**src/rtl/sdram_boot_pkg.sv**
```systemverilog
package sdram_boot_pkg;

    typedef enum logic [3:0] {
        ST_PWR_WAIT,
        ST_PRECHG,
        ST_PRECHG_GAP,
        ST_REFR1,
        ST_REFR1_GAP,
        ST_REFR2,
        ST_REFR2_GAP,
        ST_LOAD_MR,
        ST_MR_GAP,
        ST_LOAD_EMR,
        ST_EMR_GAP,
        ST_READY,
        ST_BAD_CFG
    } boot_state_t;

    // {cs_n, ras_n, cas_n, we_n}
    localparam logic [3:0] CMD_NOP  = 4'b0111;
    localparam logic [3:0] CMD_PALL = 4'b0010;
    localparam logic [3:0] CMD_AREF = 4'b0001;
    localparam logic [3:0] CMD_LMR  = 4'b0000;

    localparam logic [1:0] BANK_MR  = 2'b00;
    localparam logic [1:0] BANK_EMR = 2'b10;

endpackage

```
**src/rtl/sdram_gap_timer.sv**
```systemverilog
module sdram_gap_timer #(
    parameter int CNT_W    = 8,
    parameter int INIT_VAL = 0
) (
    input  logic             clk,
    input  logic             rst_n,
    input  logic             load,
    input  logic [CNT_W-1:0] load_val,
    output logic             expired
);

    logic [CNT_W-1:0] cnt_q;

    always_ff @(posedge clk) begin
        if (!rst_n)
            cnt_q <= CNT_W'(INIT_VAL);
        else if (load)
            cnt_q <= load_val;
        else if (cnt_q != '0)
            cnt_q <= cnt_q - 1'b1;
    end

    assign expired = (cnt_q == '0);

endmodule

```
**src/rtl/sdram_mode_fmt.sv**
```systemverilog
module sdram_mode_fmt #(
    parameter int ADDR_W = 13
) (
    input  logic [2:0]        blen,
    input  logic              btype,
    input  logic [2:0]        cas,
    input  logic              wsingle,
    output logic [ADDR_W-1:0] word,
    output logic              legal
);

    logic blen_ok;
    logic cas_ok;

    always_comb begin
        unique case (blen)
            3'b000, 3'b001, 3'b010, 3'b011: blen_ok = 1'b1;
            3'b111:                         blen_ok = !btype;
            default:                        blen_ok = 1'b0;
        endcase
        cas_ok = (cas == 3'b010) || (cas == 3'b011);
        legal  = blen_ok && cas_ok;
    end

    always_comb begin
        word      = '0;
        word[2:0] = blen;
        word[3]   = btype;
        word[6:4] = cas;
        word[9]   = wsingle;
    end

endmodule

```
**src/rtl/sdram_boot_seq.sv**
```systemverilog
module sdram_boot_seq
    import sdram_boot_pkg::*;
#(
    parameter int             PWR_CYC  = 10000,
    parameter int             PRE_CYC  = 2,
    parameter int             RFC_CYC  = 6,
    parameter int             MRD_CYC  = 2,
    parameter int             ADDR_W   = 13,
    parameter int             DQM_W    = 2,
    parameter logic [12:0]    EMR_WORD = 13'h0000
) (
    input  logic              clk,
    input  logic              rst_n,
    input  logic [2:0]        cfg_blen,
    input  logic              cfg_btype,
    input  logic [2:0]        cfg_cas,
    input  logic              cfg_wsingle,
    output logic              mem_cke,
    output logic [DQM_W-1:0]  mem_dqm,
    output logic              mem_cs_n,
    output logic              mem_ras_n,
    output logic              mem_cas_n,
    output logic              mem_we_n,
    output logic [1:0]        mem_ba,
    output logic [ADDR_W-1:0] mem_addr,
    output logic              init_done,
    output logic              cfg_err
);

    localparam int MAX_GAP = (PWR_CYC > RFC_CYC) ?
                             ((PWR_CYC > PRE_CYC) ? ((PWR_CYC > MRD_CYC) ? PWR_CYC : MRD_CYC)
                                                  : ((PRE_CYC > MRD_CYC) ? PRE_CYC : MRD_CYC)) :
                             ((RFC_CYC > PRE_CYC) ? ((RFC_CYC > MRD_CYC) ? RFC_CYC : MRD_CYC)
                                                  : ((PRE_CYC > MRD_CYC) ? PRE_CYC : MRD_CYC));
    localparam int CNT_W = $clog2(MAX_GAP + 1);
    localparam logic [CNT_W-1:0] PRE_LD = CNT_W'(PRE_CYC - 1);
    localparam logic [CNT_W-1:0] RFC_LD = CNT_W'(RFC_CYC - 1);
    localparam logic [CNT_W-1:0] MRD_LD = CNT_W'(MRD_CYC - 1);

    boot_state_t        state_q;
    logic               gap_over;
    logic               tmr_load;
    logic [CNT_W-1:0]   tmr_val;
    logic [ADDR_W-1:0]  mode_word;
    logic               mode_legal;
    logic [3:0]         cmd;

    sdram_gap_timer #(
        .CNT_W    (CNT_W),
        .INIT_VAL (PWR_CYC - 1)
    ) u_timer (
        .clk      (clk),
        .rst_n    (rst_n),
        .load     (tmr_load),
        .load_val (tmr_val),
        .expired  (gap_over)
    );

    sdram_mode_fmt #(
        .ADDR_W  (ADDR_W)
    ) u_fmt (
        .blen    (cfg_blen),
        .btype   (cfg_btype),
        .cas     (cfg_cas),
        .wsingle (cfg_wsingle),
        .word    (mode_word),
        .legal   (mode_legal)
    );

    // State register and transitions
    always_ff @(posedge clk) begin
        if (!rst_n) begin
            state_q <= ST_PWR_WAIT;
        end else begin
            unique case (state_q)
                ST_PWR_WAIT:   if (gap_over) state_q <= ST_PRECHG;
                ST_PRECHG:     state_q <= ST_PRECHG_GAP;
                ST_PRECHG_GAP: if (gap_over) state_q <= ST_REFR1;
                ST_REFR1:      state_q <= ST_REFR1_GAP;
                ST_REFR1_GAP:  if (gap_over) state_q <= ST_REFR2;
                ST_REFR2:      state_q <= ST_REFR2_GAP;
                ST_REFR2_GAP:  if (gap_over) state_q <= mode_legal ? ST_LOAD_MR : ST_BAD_CFG;
                ST_LOAD_MR:    state_q <= ST_MR_GAP;
                ST_MR_GAP:     if (gap_over) state_q <= ST_LOAD_EMR;
                ST_LOAD_EMR:   state_q <= ST_EMR_GAP;
                ST_EMR_GAP:    if (gap_over) state_q <= ST_READY;
                ST_READY:      state_q <= ST_READY;
                ST_BAD_CFG:    state_q <= ST_BAD_CFG;
                default:       state_q <= ST_PWR_WAIT;
            endcase
        end
    end

    // Outputs decoded from state
    always_comb begin
        cmd       = CMD_NOP;
        mem_ba    = '0;
        mem_addr  = '0;
        tmr_load  = 1'b0;
        tmr_val   = '0;
        init_done = 1'b0;
        cfg_err   = 1'b0;
        unique case (state_q)
            ST_PRECHG: begin
                cmd          = CMD_PALL;
                mem_addr[10] = 1'b1;
                tmr_load     = 1'b1;
                tmr_val      = PRE_LD;
            end
            ST_REFR1, ST_REFR2: begin
                cmd      = CMD_AREF;
                tmr_load = 1'b1;
                tmr_val  = RFC_LD;
            end
            ST_LOAD_MR: begin
                cmd      = CMD_LMR;
                mem_ba   = BANK_MR;
                mem_addr = mode_word;
                tmr_load = 1'b1;
                tmr_val  = MRD_LD;
            end
            ST_LOAD_EMR: begin
                cmd      = CMD_LMR;
                mem_ba   = BANK_EMR;
                mem_addr = ADDR_W'(EMR_WORD);
                tmr_load = 1'b1;
                tmr_val  = MRD_LD;
            end
            ST_READY:   init_done = 1'b1;
            ST_BAD_CFG: cfg_err   = 1'b1;
            default: ;
        endcase
    end

    assign mem_cke = 1'b1;
    assign mem_dqm = '1;
    assign {mem_cs_n, mem_ras_n, mem_cas_n, mem_we_n} = cmd;

endmodule

```
**config.mk**
```make
export PLATFORM = sky130hd
export DESIGN_NAME = sdram_boot_seq
export DESIGN_NICKNAME = d
export VERILOG_FILES = /design/src/rtl/sdram_boot_pkg.sv /design/src/rtl/sdram_gap_timer.sv /design/src/rtl/sdram_mode_fmt.sv /design/src/rtl/sdram_boot_seq.sv
export SDC_FILE = /design/constraint.sdc
export NUM_CORES = 1
export LEC_CHECK = 0
export CAP_MARGIN = 40
export CORE_AREA = 2 2 53 55
export CTS_BUF_LIST = sky130_fd_sc_hd__clkbuf_8
export DETAILED_ROUTE_END_ITERATION = 8
export DIE_AREA = 0 0 55 57
export HOLD_SLACK_MARGIN = 0.03
export PLACE_DENSITY = 0.85
export SLEW_MARGIN = 20
export SYNTH_ARGS = -nofsm -noshare
export SYNTH_HDL_FRONTEND = slang
export SYNTH_SLANG_ARGS = --single-unit
```
**constraint.sdc**
```tcl
create_clock -name clk -period 2.1 [get_ports clk]
set_input_delay 0.42 -clock clk [delete_from_list [all_inputs] [get_ports clk]]
set_output_delay 0.42 -clock clk [all_outputs]
set_load 0.02 [all_outputs]
```
* Word level (Yosys, flattened, before mapping) *
Cells that the tools add are included.

word-level totals
  bits in registers = 18
  latch bits = 0
  RAM bits = 0
  memory bits (read-only) = 0
  bits of input ports = 10
  output and inout bits = 24
  word-level logic and storage cells = 60
  memories = 0

cells by class
  $add $sub $neg = 1
  $mul = 0
  div/mod/pow operators = 0
  $lt $le $gt $ge = 0
  equality and inequality tests = 24
  shift-type cells = 0
  multiplexer cells = 19
  bitwise gates (word level) = 0
  reduce and logical (&&, ||, !) cells = 14

operators by type and width
  operator                                             number
  one-hot mux 4 bit (13 select lines)                  1
  two-way mux 14 bit                                   2
  two-way mux 4 bit                                    7
  equality test 4 bit, second input constant           5
  equality test 4 x 3 -> 1 bit, second input constant  4
  logical NOT 14 bit                                   1
  nonzero test 14 bit                                  1
  subtractor 14 x 1 -> 14 bit, second input constant   1
  equality test 3 x 2 -> 1 bit, second input constant  4
  != test 2 bit, second input constant                 6
  two-way mux 10 bit                                   1
  one-hot mux 3 bit (3 select lines)                   1
  equality test 4 x 2 -> 1 bit, second input constant  2
  one-hot mux 3 bit (2 select lines)                   1
  AND reduction 6 bit                                  1
  OR reduction 5 bit                                   1
  equality test 4 x 1 -> 1 bit, second input constant  1
  logical NOT 4 bit                                    1
  two-way mux 1 bit                                    4
  OR reduction 2 bit                                   2
  OR reduction 4 bit                                   1
  equality test 3 x 1 -> 1 bit, second input constant  1
  equality test 3 bit, second input constant           1
  logical NOT 3 bit                                    1
  7 further kinds                                      7

* Logic depth before layout (Yosys ltp) *
Gate-level depths: netlist of the first run.

  depth after elaboration = 7
  gate-level depth with buffers = 7
  gate-level depth less buffers = 6

* Cells and area by module *
A second synthesis of the first run with hierarchy kept.

second synthesis, totals
  cells, all modules = 176
  area, all modules = 1388.8 um^2

modules (own cells, without submodules)
  module           instances  cells each  area an instance (um^2)  seq. area each (um^2)
  sdram_gap_timer  1          95          837.1                    280.3
  sdram_boot_seq   1          64          431.7                    80.1
  sdram_mode_fmt   1          17          120.1                    0.0

* Worst setup path after synthesis of the first run *
Ideal clock, no wire load.

  path kind = register to output
  from = register state_q[3]
  to = output cfg_err
  arrival time = 1.333 ns
  data required time = 1.680 ns
  setup slack = 0.347 ns
  cell stages (with the launch flop) = 3
  path through = dfxtp_1 > clkbuf_1 > nor4bb_1

on the way
  cells in the longest elaborated chain, start to end = 2

ends and longest elaborated chain
  item                      line                   RTL
  start: declaration        sdram_boot_seq.sv:40   boot_state_t state_q;
  start signal: assignment  sdram_boot_seq.sv:82   ST_REFR2_GAP: if (gap_over) state_q <= mode_legal ? ST_LOAD_MR : ST_BAD_CFG;
  equality test 4 bit       sdram_boot_seq.sv:103  unique case (state_q)
  two-way mux 1 bit         sdram_boot_seq.sv:103
  end: declaration          sdram_boot_seq.sv:27   output logic cfg_err

Every way passes these cells.

* Worst setup path in the final report of the first run *
  from = register state_q[1]
  to = output mem_addr[5]

on the way
  cells in the longest elaborated chain, start to end = 2

ends and longest elaborated chain
  item                          line                   RTL
  equality test 4 x 3 -> 1 bit  sdram_boot_seq.sv:103
  two-way mux 10 bit            sdram_boot_seq.sv:103
  end: declaration              sdram_boot_seq.sv:25   output logic [ADDR_W-1:0] mem_addr,

Every way passes these cells.

==> out/qor.yml, run 1 <==
status: "finished, final reports clean"
report.final.setup_viol: 0
yosys_warnings: 0
min_period_ns: 1.97
clockPowerShare_pct: 37.0
wl_um: 3000
dpl.cell_count: 206
p_comb_share_pct: 9.2
p_per_area_nw_per_um2: 430
async_flop_share_pct: 0
avgSynthCellArea_um2: 7.89
synth_area_um2: 1210
skew_ns: 0.00346
fmax_mhz: 507
startpoint_type: "flop"
swShare_pct: 23.4
drv_slew: 0
vias: 1188
antennaDiodeCount: 0
critPathKind: "reg2out"
final_hold_viol_count: 0
drc: 0
overflow: 0
hold_slack_ns: 0.503
yosysTopAreaCellShare_pct: 29.8
synth-edff-count: 0
grt_use_total_pct: 21.2
post-synth-top-area-cell: "dfxtp_1"
grt_setup_unrepaired: "false"
area_growth_pct: 25.5
cts_setup_buffers: 0
port_buffers: 24
io_pins: 34
critPathArrivalTime_ns: 1.55
ys.flop_type: "dfxtp_1"
yosysSeqAreaShare_pct: 29.8
coreArea_um2: 2620
clk_pin_slew_ns: 0.07
fp.dieW_um: 55
synth-seq-cells: 18
cp_max_fo: 9
drive_gt1_share_pct: 13.5
cts_tree: "built"
switching_power_uw: 152
cap_viol_max_count: 0
routedWlPerCell_um: 14.3
synth_cells: 153
insertion_delay_ns: 0.25
cp.required_ns: 1.68
yosysUniqueCellTypes: 45
clock-sinks: 18
drtIter0Drc: 60
viasPerCell: 5.68
synth_common_cells: "dfxtp_1, a21oi_1, and2_1, buf_4, nand2_1"
min_path_type: "reg2reg"
antenna_left: 0
fp.dieH_um: 57
power.internal_uw: 499
holdPathEnd: "u_timer.cnt_q[12]"
holdPathStages: 2
hp-start: "u_timer.cnt_q[12]"
clockBufferDepth: 2
timing.rr.end: "u_timer.cnt_q[8]"
r2r_slack_ns: 0.19
dp_hpwl_um: 2300
std_cell_rows: 19
numCtsBuffers: 3
timing.rr.start: "u_timer.cnt_q[0]"
start_util_pct: 46.2
place_congestion: 0.785
utilization_pct: 57.9
grt_pass1_vias: 1107
dr.pass1.iters: 4
dieArea_um2: 3140
power_leakage_nw: 0.631
antenna_found_initial: 0
p_seq_share_pct: 53.8
ir_drop_v: 0.000325
grt_max_degree: 13
synth_top_cells_by_area: "dfxtp_1, a21oi_1, buf_4"
yosysMostFrequentCell: "dfxtp_1"
cts_max_level: 1
finish.net_count: 192
rr_worst_depth: 6
ctsHoldBuffers: 0
post-route-period-util_pct: 94.0
end_kind: "output pin"
instances_no_fill: 209
cts-root-buf: "clkbuf_8"
grt_pass1_wl_um: 4970
power groups by stage:
stage	clock network, mW	registers, mW	logic, mW
4_1_cts	0.238	0.351	0.0601
2_1_floorplan	0	0.357	0.0485
3_5_place_dp	0	0.358	0.0598
5_1_grt	0.258	0.351	0.0658
6_report	0.241	0.350	0.0599
3_3_place_gp	0	0.358	0.0559
routing by layer:
metal  wire length [µm]  global-route usage (%)  vias up
met5                  0                       0        -
met4                 61                    8.01        0
met3                114                    3.40       10
met2               1620                    36.4       40
met1               1200                    25.7      555
li1                   -                       -      583
worst max path at each step:
stage / startpoint / to / slack, ns / depth (start not counted)
3_5_place_dp: state_q[1] / mem_addr[3] / -0.004 / 4
4_1_cts: state_q[2] / mem_addr[10] / 0.02 / 3
3_3_place_gp: cfg_blen[0] / mem_addr[0] / 0.08 / 3
6_report: state_q[1] / mem_addr[5] / 0.13 / 4
2_1_floorplan: state_q[3] / cfg_err / 0.35 / 2
5_1_grt: state_q[2] / mem_ras_n / 0.06 / 4
cell type report:
type	instances	area (µm²)
Tap cell	31	38.8
Inverter	6	22.5
Timing Repair Buffer	31	285
Clock buffer	3	41.3
Sequential cell	18	364
Fill cell	245	1100
Multi-Input combinational cell	120	763
placed cells by master (no fill, tap or decap), drive strengths merged, types with 5 or more instances in the layout:
master,instances
dfxtp,18
nand3,5
and2,10
nand2b,5
inv,5
o21ai,6
dlygate4sd2,10
buf,7
a21oi,16
nand2,10
or3,5
nor2,7
clkdlybuf4s50,9
conb,9
registers in the layout, indices dropped and copies added (netlist names):
register and cells:
u_timer.cnt_q 14, state_q 4
cell families after synthesis:
group           count (synthesis)  share of synthesized area [%]
fa+ha+maj                       2                           2.07
mux                             1                          0.829
xor+xnor                        2                           1.45
simple gates                   69                           36.3
flops                          18                           29.8
compound gates                 37                           19.2
buf+inv                        22                           9.74
other cells                     2                          0.622
critical path, stage by stage, from the launching register on:
cell and delay, ns:
dfxtp_2 0.38, nor2b_1 0.17, and3_2 0.27, and2_1 0.15, dlygate4sd2_1 0.33
per-stage QoR:
step | setup slack [ns] | power (mW) | instance area, µm² | TNS (ns)
2_1_floorplan | 0.347 | 0.406 | 1230 | 0
3_3_place_gp | 0.0808 | 0.414 | 1470 | 0
3_5_place_dp | -0.00396 | 0.418 | 1470 | -0.00696
4_1_cts | 0.0195 | 0.648 | 1500 | 0
5_1_grt | 0.0591 | 0.675 | 1520 | 0
6_report | 0.127 | 0.652 | 1520 | 0
timing repair:
item | in CTS | in global routing
pin swaps | 0 | 0
endpoints found under the setup margin | 14 | 8
gates resized for setup | 17 | 7
hold endpoints to repair | 0 | 0
Note: power is estimated with default switching activity, not from simulation.
==> run 2, diff against run 1 <==
--- a/config.mk
+++ b/config.mk
@@ -5,7 +5,7 @@
 export SDC_FILE = /design/constraint.sdc
 export NUM_CORES = 1
 export LEC_CHECK = 0
-export CAP_MARGIN = 40
+export CAP_MARGIN = 20
 export CORE_AREA = 2 2 53 55
 export CTS_BUF_LIST = sky130_fd_sc_hd__clkbuf_8
 export DETAILED_ROUTE_END_ITERATION = 8
==> results of run 2 <==
No change in the layout: final DEF, timing and power equal those of run 1.
